**src/rtl/tri15_pkg.sv**
```systemverilog
`timescale 1ns/1ps
package tri15_pkg;

    typedef enum logic [1:0] {
        ST_LOAD  = 2'd0,
        ST_RUN   = 2'd1,
        ST_FLUSH = 2'd2
    } tri15_state_e;

    // Triangular weight for tap i of an odd-length kernel: rises to the centre, then falls.
    function automatic int tap_weight(input int i, input int taps);
        return (i < taps / 2) ? i + 1 : taps - i;
    endfunction

endpackage

```
**src/rtl/tri15_fifo.sv**
```systemverilog
`timescale 1ns/1ps
module tri15_fifo #(
    parameter int PW    = 8,
    parameter int LANES = 4,
    parameter int GROUP = 5,
    parameter int DEPTH = 16,
    parameter int CW    = $clog2(DEPTH + 1)
) (
    input  logic                  clk,
    input  logic                  rst_n,
    input  logic                  push,
    input  logic [LANES*PW-1:0]   din,
    input  logic [CW-1:0]         pop_n,
    output logic [CW-1:0]         cnt,
    output logic [GROUP*PW-1:0]   head
);

    logic [PW-1:0] mem     [DEPTH];
    logic [PW-1:0] mem_nxt [DEPTH];
    logic [CW-1:0] cnt_nxt;

    always_comb begin
        int rem;
        rem = int'(cnt) - int'(pop_n);
        for (int i = 0; i < DEPTH; i++) begin
            int src;
            src = i + int'(pop_n);
            mem_nxt[i] = (src < int'(cnt) && src < DEPTH) ? mem[src] : '0;
            if (push && i >= rem && i < rem + LANES)
                mem_nxt[i] = din[(i - rem)*PW +: PW];
        end
        cnt_nxt = cnt - pop_n + (push ? CW'(LANES) : CW'(0));
    end

    always_comb begin
        for (int g = 0; g < GROUP; g++)
            head[g*PW +: PW] = (g < int'(cnt)) ? mem[g] : '0;
    end

    always_ff @(posedge clk or negedge rst_n) begin
        if (!rst_n) begin
            cnt <= '0;
            for (int i = 0; i < DEPTH; i++) mem[i] <= '0;
        end else begin
            cnt <= cnt_nxt;
            for (int i = 0; i < DEPTH; i++) mem[i] <= mem_nxt[i];
        end
    end


    no_overflow_chk: assert property (@(posedge clk) disable iff (!rst_n)
        push |-> (int'(cnt) - int'(pop_n) + LANES <= DEPTH));


    pop_bound_chk: assert property (@(posedge clk) disable iff (!rst_n)
        pop_n <= cnt);

endmodule

```
**src/rtl/tri15_window.sv**
```systemverilog
`timescale 1ns/1ps
module tri15_window
    import tri15_pkg::*;
#(
    parameter int PW    = 8,
    parameter int GROUP = 5,
    parameter int SHIFT = 6
) (
    input  logic                 clk,
    input  logic                 rst_n,
    input  logic                 shift,
    input  logic [GROUP*PW-1:0]  group_in,
    input  logic                 load,
    output logic                 out_valid,
    output logic [PW-1:0]        out_pix
);

    localparam int TAPS = 3 * GROUP;
    localparam int SW   = PW + SHIFT + 2;
    localparam logic [SW-1:0] PMAX = SW'((1 << PW) - 1);

    logic [PW-1:0] win [TAPS];
    logic [SW-1:0] acc, rounded;
    logic [PW-1:0] sat;

    always_comb begin
        acc = '0;
        for (int i = 0; i < TAPS; i++)
            acc = acc + SW'(tap_weight(i, TAPS)) * SW'(win[i]);
        rounded = (acc + SW'(1 << (SHIFT - 1))) >> SHIFT;
        sat     = (rounded > PMAX) ? PMAX[PW-1:0] : rounded[PW-1:0];
    end

    always_ff @(posedge clk or negedge rst_n) begin
        if (!rst_n) begin
            for (int i = 0; i < TAPS; i++) win[i] <= '0;
            out_valid <= 1'b0;
            out_pix   <= '0;
        end else begin
            if (shift) begin
                for (int i = 0; i < TAPS - GROUP; i++) win[i] <= win[i + GROUP];
                for (int g = 0; g < GROUP; g++)
                    win[TAPS - GROUP + g] <= group_in[g*PW +: PW];
            end
            out_valid <= load;
            if (load) out_pix <= sat;
        end
    end

endmodule

```
**src/rtl/tri15_decim.sv**
```systemverilog
`timescale 1ns/1ps
module tri15_decim
    import tri15_pkg::*;
#(
    parameter int PW    = 8,
    parameter int LANES = 4,
    parameter int GROUP = 5,
    parameter int DEPTH = 16,
    parameter int SHIFT = 6
) (
    input  logic                 clk,
    input  logic                 rst_n,
    input  logic                 in_valid,
    output logic                 in_ready,
    input  logic [LANES*PW-1:0]  in_pix,
    input  logic                 in_last,
    output logic                 out_valid,
    output logic [PW-1:0]        out_pix
);

    localparam int CW = $clog2(DEPTH + 1);

    tri15_state_e state_q, state_d;
    logic [1:0]          fill_q;
    logic [CW-1:0]       cnt, pop_n;
    logic [GROUP*PW-1:0] head;
    logic                push, adv, emit, win_new_q;

    // Output process: decisions taken from the current state.
    always_comb begin
        adv      = (cnt >= CW'(GROUP)) || (state_q == ST_FLUSH && cnt != '0);
        pop_n    = (cnt >= CW'(GROUP)) ? CW'(GROUP) : (adv ? cnt : '0);
        emit     = adv && (fill_q >= 2'd2);
        in_ready = (state_q != ST_FLUSH) && (cnt <= CW'(DEPTH - LANES));
        push     = in_valid && in_ready;
    end

    // Next-state process.
    always_comb begin
        state_d = state_q;
        unique case (state_q)
            ST_LOAD:  if (push && in_last) state_d = ST_FLUSH;
                      else if (emit)       state_d = ST_RUN;
            ST_RUN:   if (push && in_last) state_d = ST_FLUSH;
            ST_FLUSH: if (cnt == '0)       state_d = ST_LOAD;
            default:  state_d = ST_LOAD;
        endcase
    end

    // State register.
    always_ff @(posedge clk or negedge rst_n) begin
        if (!rst_n) begin
            state_q   <= ST_LOAD;
            fill_q    <= '0;
            win_new_q <= 1'b0;
        end else begin
            state_q   <= state_d;
            win_new_q <= emit;
            if (state_q == ST_FLUSH && cnt == '0) fill_q <= '0;
            else if (adv && fill_q != 2'd3)       fill_q <= fill_q + 2'd1;
        end
    end

    tri15_fifo #(.PW(PW), .LANES(LANES), .GROUP(GROUP), .DEPTH(DEPTH), .CW(CW)) u_fifo (
        .clk(clk), .rst_n(rst_n), .push(push), .din(in_pix),
        .pop_n(pop_n), .cnt(cnt), .head(head)
    );

    tri15_window #(.PW(PW), .GROUP(GROUP), .SHIFT(SHIFT)) u_win (
        .clk(clk), .rst_n(rst_n), .shift(adv), .group_in(head),
        .load(win_new_q), .out_valid(out_valid), .out_pix(out_pix)
    );


    flush_hold_chk: assert property (@(posedge clk) disable iff (!rst_n)
        (in_valid && in_ready && in_last) |=> !in_ready);


    out_after_move_chk: assert property (@(posedge clk) disable iff (!rst_n)
        $rose(out_valid) |-> $past(adv, 2));


    flush_exit_chk: assert property (@(posedge clk) disable iff (!rst_n)
        (state_q == ST_FLUSH && cnt == '0) |=> (state_q == ST_LOAD && fill_q == 2'd0));

endmodule

```
**config.mk**
```make
export PLATFORM = sky130hd
export DESIGN_NAME = tri15_decim
export DESIGN_NICKNAME = d
export VERILOG_FILES = /design/src/rtl/tri15_pkg.sv /design/src/rtl/tri15_fifo.sv /design/src/rtl/tri15_window.sv /design/src/rtl/tri15_decim.sv
export SDC_FILE = /design/constraint.sdc
export NUM_CORES = 1
export LEC_CHECK = 0
export CAP_MARGIN = 5
export CORE_AREA = 2 2 248 250
export CTS_BUF_LIST = sky130_fd_sc_hd__clkbuf_2
export DETAILED_ROUTE_END_ITERATION = 12
export DIE_AREA = 0 0 250 252
export GPL_ROUTABILITY_DRIVEN = 1
export HOLD_SLACK_MARGIN = 0.12
export PLACE_DENSITY = 0.68
export SYNTH_ARGS = -nofsm -noshare
export SYNTH_HDL_FRONTEND = slang
export SYNTH_HIERARCHICAL = 1
export SYNTH_SLANG_ARGS = --single-unit
```
**constraint.sdc**
```tcl
create_clock -name clk -period 13.7 [get_ports clk]
set_clock_uncertainty 0.05 [all_clocks]
set_input_delay 2.74 -clock clk [delete_from_list [all_inputs] [get_ports clk]]
set_output_delay 2.74 -clock clk [all_outputs]
set_load 0.05 [all_outputs]
```
Yosys cells after proc, flatten, opt, wreduce, memory -nomap -nowiden --
Cells that the tools add are included.
Storage, ports and cells: logic and storage cells 381, register bits 267
Cells by class: shifts and indexed selects 16, bitwise operators 16, multiply operators 8, muxes and demuxes 96, eq/ne operators 7, add/sub/neg operators 51, reduce and logical (&&, ||, !) cells 61, $lt $le $gt $ge 89
Operator list (number):
- two-way mux 8 bit | 70
- binary-select mux 8 bit (select 4 bit) | 16
- >= comparator 32 x 5 -> 1 bit (second input constant) | 16
- indexed part select 32 x 32 -> 8 bit | 16
- less-than comparator 32 x 6 -> 1 bit | 15
- less-than comparator 32 x 6 -> 1 bit (second input constant) | 15
- inverter 32 bit | 15
- less-than comparator 5 x 32 -> 1 bit (first input constant) | 8
- less-than comparator 4 x 32 -> 1 bit (first input constant) | 4
- adder 16 x 11 -> 16 bit | 7
- adder 16 x 10 -> 16 bit | 4
- less-than comparator 3 x 32 -> 1 bit (first input constant) | 2
- subtractor 5 x 6 -> 7 bit (first input constant) | 8
- logical AND 1 bit | 55
- adder 4 x 5 -> 6 bit (first input constant) | 8
- >= comparator 5 x 6 -> 1 bit (first input constant) | 8
- multiplier 3 x 8 -> 11 bit (first input constant) | 4
- multiplier 2 x 8 -> 10 bit (first input constant) | 4
- less-than comparator 1 x 32 -> 1 bit (first input constant) | 1
- less-than comparator 2 x 32 -> 1 bit (first input constant) | 1
- inverter 5 -> 32 bit | 1
- subtractor 4 x 6 -> 7 bit (first input constant) | 4
- adder 3 x 5 -> 6 bit (first input constant) | 4
- >= comparator 4 x 6 -> 1 bit (first input constant) | 4
- 40 further kinds | 54

Logic depth before layout (Yosys ltp) --
word-level depth 17, gate-level depth with buffers 27, mapped depth without buffers 27

Cells and area by module --
The synthesis kept the hierarchy.
By module, submodules not included:
- tri15_fifo | times used 1, cells an instance 1668, area each 16188.0 µm², sequential area each 3328.2 µm²
- tri15_window | times used 1, cells an instance 829, area each 10346.2 µm², sequential area each 3228.1 µm²
- tri15_decim | times used 1, cells an instance 41, area each 374.1 µm², sequential area each 125.1 µm²

Worst setup path before layout --
No wires, ideal clock.
kind reg2reg, start reg u_win/win[41] (netlist name), end reg u_win.out_pix[0], arrival 6430 ps, slack 7079 ps, stages on the path, launching flop included 26, setup time 141 ps, cell sequence dfrtp_1 > ha_1 > a21o_1 > a21oi_2 > nor2b_1 > o21a_1 > nor2_1 > xnor2_1 > fa_1 > fa_1 > inv_1 > fa_1 > fa_1 > inv_1 > fa_1 > fa_1 > inv_1 > fa_1 > inv_1 > ha_1 > a21oi_1 > o211ai_2 > a41oi_2 > nor2b_2 > a21oi_4 > a31oi_1
On the way: longest elaborated chain between the ends 10
Ends and longest elaborated chain:
- start: declaration | line tri15_window.sv:22 | logic [PW-1:0] win [TAPS];
- start signal: indexed assignment | line tri15_window.sv:43 | win[TAPS - GROUP + g] <= group_in[g*PW +: PW];
- multiplier 2 x 8 -> 10 bit (*) | line tri15_window.sv:29 | acc = acc + SW'(tap_weight(i, TAPS)) * SW'(win[i]);
- adder 16 x 11 -> 16 bit (*) (2 in series) | line tri15_window.sv:29
- adder 16 x 10 -> 16 bit (*) (2 in series) | line tri15_window.sv:29
- adder 16 x 9 -> 16 bit (*) | line tri15_window.sv:29
- adder 16 x 8 -> 16 bit (*) | line tri15_window.sv:29
- adder 16 x 6 -> 16 bit (*) | line tri15_window.sv:30 | rounded = (acc + SW'(1 << (SHIFT - 1))) >> SHIFT;
- > comparator 10 x 8 -> 1 bit | line tri15_window.sv:31 | sat = (rounded > PMAX) ? PMAX[PW-1:0] : rounded[PW-1:0];
- two-way mux 8 bit (*) | line tri15_window.sv:31
- end signal: assignment | line tri15_window.sv:46 | if (load) out_pix <= sat;
- end: declaration | line tri15_window.sv:15 | output logic [PW-1:0] out_pix
Mark *: on every way between the ends. The rest lies on a longest branch, timed or not. A chain may end at the register's enable or synchronous reset.

Final worst setup path --
start reg u_win/win[42] (netlist name), end reg u_win.out_pix[3]
Same word-level chain as after synthesis.

==> flow_metrics.py <==
metrics = {
    "setup_path": {
        "worst_path_most_repeated_cell": "fa_1",
        "setup.worst_path.class": "flip-flop to flip-flop",
        "cp.required_ns": 14.52,
        "slowest_stage": "fa_1",
        "endpoint_kind": "flip-flop",
        "cp_max_fo": 7,
        "worst-endpoint-arrival_ns": 7.88,
        "slowest_delay_ns": 0.54,
        "cp_top_family": "adder cells",
        "path_buf_inv": 4,
        "start_kind": "flip-flop",
    },
    "drt": {
        "ant_nets": 0,
        "drt_iter0_drc": 2445,
        "drt-total-wl_um": 89900,
        "viasPerCell": 6.29,
        "num_vias": 21405,
        "dr.pass1.iters": 8,
        "drc": 0,
        "wl_per_cell_um": 26.4,
    },
    "floorplan": {
        "initial_core_util": 0.447,
        "row_count": 90,
        "core_um2": 60100,
        "die_height_um": 252,
        "die_w_um": 250,
        "num_io_pins": 46,
        "die_area_um2": 63000,
    },
    "run": {
        "cap_viol_max_count": 0,
    },
    "timing": {
        "fmax_mhz": 142,
        "slew_viol_final": 0,
        "rsz0062_at_grt": "no",
        "setup_tns_ns": 0,
        "slew_headroom": 0.0435,
        "finalHoldViolCount": 0,
        "worstMarginPinSlew_ns": 1.43,
        "finalWorstPathRequiredPeriod_ns": 7.06,
        "setup_viol": 0,
        "finalCritPeriodShare": 0.515,
    },
    "yosys": {
        "ys_ff_latch": 267,
        "synth.area.top_cells": "dfrtp_1 (25%), mux4_2 (14%), fa_1 (13%)",
        "syn_inst": 2538,
        "synth.yosys.warnings": 6,
        "netlist_area_um2": 26900,
        "synth_common_cells": "nand2_1 (306), dfrtp_1 (267), inv_1 (267), fa_1 (171), mux4_2 (168)",
        "synthFlopType": "dfrtp_1",
        "synth_area_leader_cell": "dfrtp_1",
        "avgSynthCellArea_um2": 10.6,
        "synth_cell_types": 100,
        "yosysMostFrequentCell": "nand2_1",
        "synth_edf_count": 0,
        "synth-seq-area-share": 0.248,
        "yosysTopAreaCellShare": 0.248,
        "synthArstFlopShare": 1.00,
    },
    "cts": {
        "cts_tree": "yes",
        "clock_latency_ns": 1.11,
        "postCtsSetupBuffers": 0,
        "cts.sinks": 267,
        "cts_max_path_buffers": 3,
        "ctsResizeCount": 0,
        "h-tree-depth": 3,
        "root_buffer": "clkbuf_2",
        "clkTransAtPathRegs_ns": 0.09,
        "hold_buffers": 0,
        "cts-buffers-inserted": 78,
    },
    "placed_design": {
        "port_buffers": 45,
        "gp_congestion": 0.958,
        "hpwl_um": 65700,
        "placed_cells": 3275,
    },
    "cells_and_area": {
        "final_net_count": 2938,
        "drive_gt1_frac": 0.203,
        "fin_cells": 3403,
        "area_growth_pct": 7.44,
    },
    "status": {
        "status": "finished clean",
    },
    "global_route": {
        "grt_pass1_wl_um": 137000,
        "grt_pass1_vias": 21975,
        "grt_use_total": 0.291,
        "overflow": 0,
        "antenna_found_initial": 2,
        "grt_max_degree": 171,
    },
    "worst_hold_path": {
        "hp-class": "flip-flop to flip-flop",
    },
}
[layout make-up]
| type | instances | area, um2 |
|---|---|---|
| repair buffers | 82 | 746 |
| clock inverters | 26 | 194 |
| fillers | 5570 | 31200 |
| clock buffers | 101 | 505 |
| inverters | 277 | 1040 |
| diodes | 1 | 2.50 |
| multi-input cells | 1867 | 18800 |
| flip-flops and latches | 267 | 6680 |
| well taps | 782 | 978 |
[kinds of logic after synthesis]
group                      share of synthesized area
other                                       0.000139
buffers and inverters                         0.0597
DFF                                            0.248
and+or+nand+nor                               0.0987
xor gates and xnor gates                      0.0194
AOI/OAI and AO/OA                              0.111
adders and majority gates                      0.201
muxes                                          0.262
[layout by cell type, fill, tap and decap left out, types with 27 or more instances in the layout]
master,synthesis,final
mux2i_1,149,149
clkbuf_2,0,101
nor2b_1,39,39
o211ai_1,30,30
buf_4,1,36
inv_1,267,267
a211o_1,32,32
fa_1,171,171
dfrtp_1,267,267
mux4_2,168,168
nor2_1,140,137
mux2_2,158,158
a31oi_1,27,27
ha_1,158,156
clkdlybuf4s50_1,0,44
o21ai_0,43,43
xnor2_1,46,42
nand2_1,306,306
a21oi_1,64,64
[state kept, by name, indices dropped and copies added (netlist names)]
signal / count
u_win/win: 120
u_win/out_valid: 1
fill_q: 2
state_q: 2
u_win/out_pix: 8
u_fifo/mem: 128
u_fifo/cnt: 5
win_new_q: 1
[final timing paths]
kind                               startpoint                to  slack (ns)  cells past startpoint
worst max-delay path            u_win/win[42]  u_win/out_pix[3]        6.64                     25
worst min-delay path               state_q[1]        state_q[1]        0.44                      1
worst max register to register  u_win/win[42]  u_win/out_pix[3]        6.64                     25
worst min register to register     state_q[1]        state_q[1]        0.44                      1
max in group asynchronous               rst_n    u_fifo/mem[23]       10.46                      2
min in group asynchronous               rst_n    u_fifo/mem[65]        1.67                      1
[metrics by stage]
stage | hold WS [ns] | utilization | setup WS, ns | instance area, um2
2_1_floorplan | 0.302 | - | 7.08 | 26900
3_3_place_gp | 0.425 | 0.469 | 6.72 | 28200
3_5_place_dp | 0.440 | 0.469 | 6.63 | 28200
4_1_cts | 0.439 | 0.481 | 6.62 | 28900
5_1_grt | 0.465 | 0.481 | 6.24 | 28900
6_report | 0.444 | 0.481 | 6.64 | 28900
[metal layers]
metal / up-vias / track usage / wire length, um
li1: 9135 / - / -
met1: 10682 / 0.373 / 35100
met2: 1319 / 0.462 / 40600
met3: 269 / 0.0727 / 9400
met4: 0 / 0.140 / 4760
met5: - / 0 / 0
Power is not shown: default switching activity piles up to over one toggle a cycle in this logic, so the estimate is an artifact.
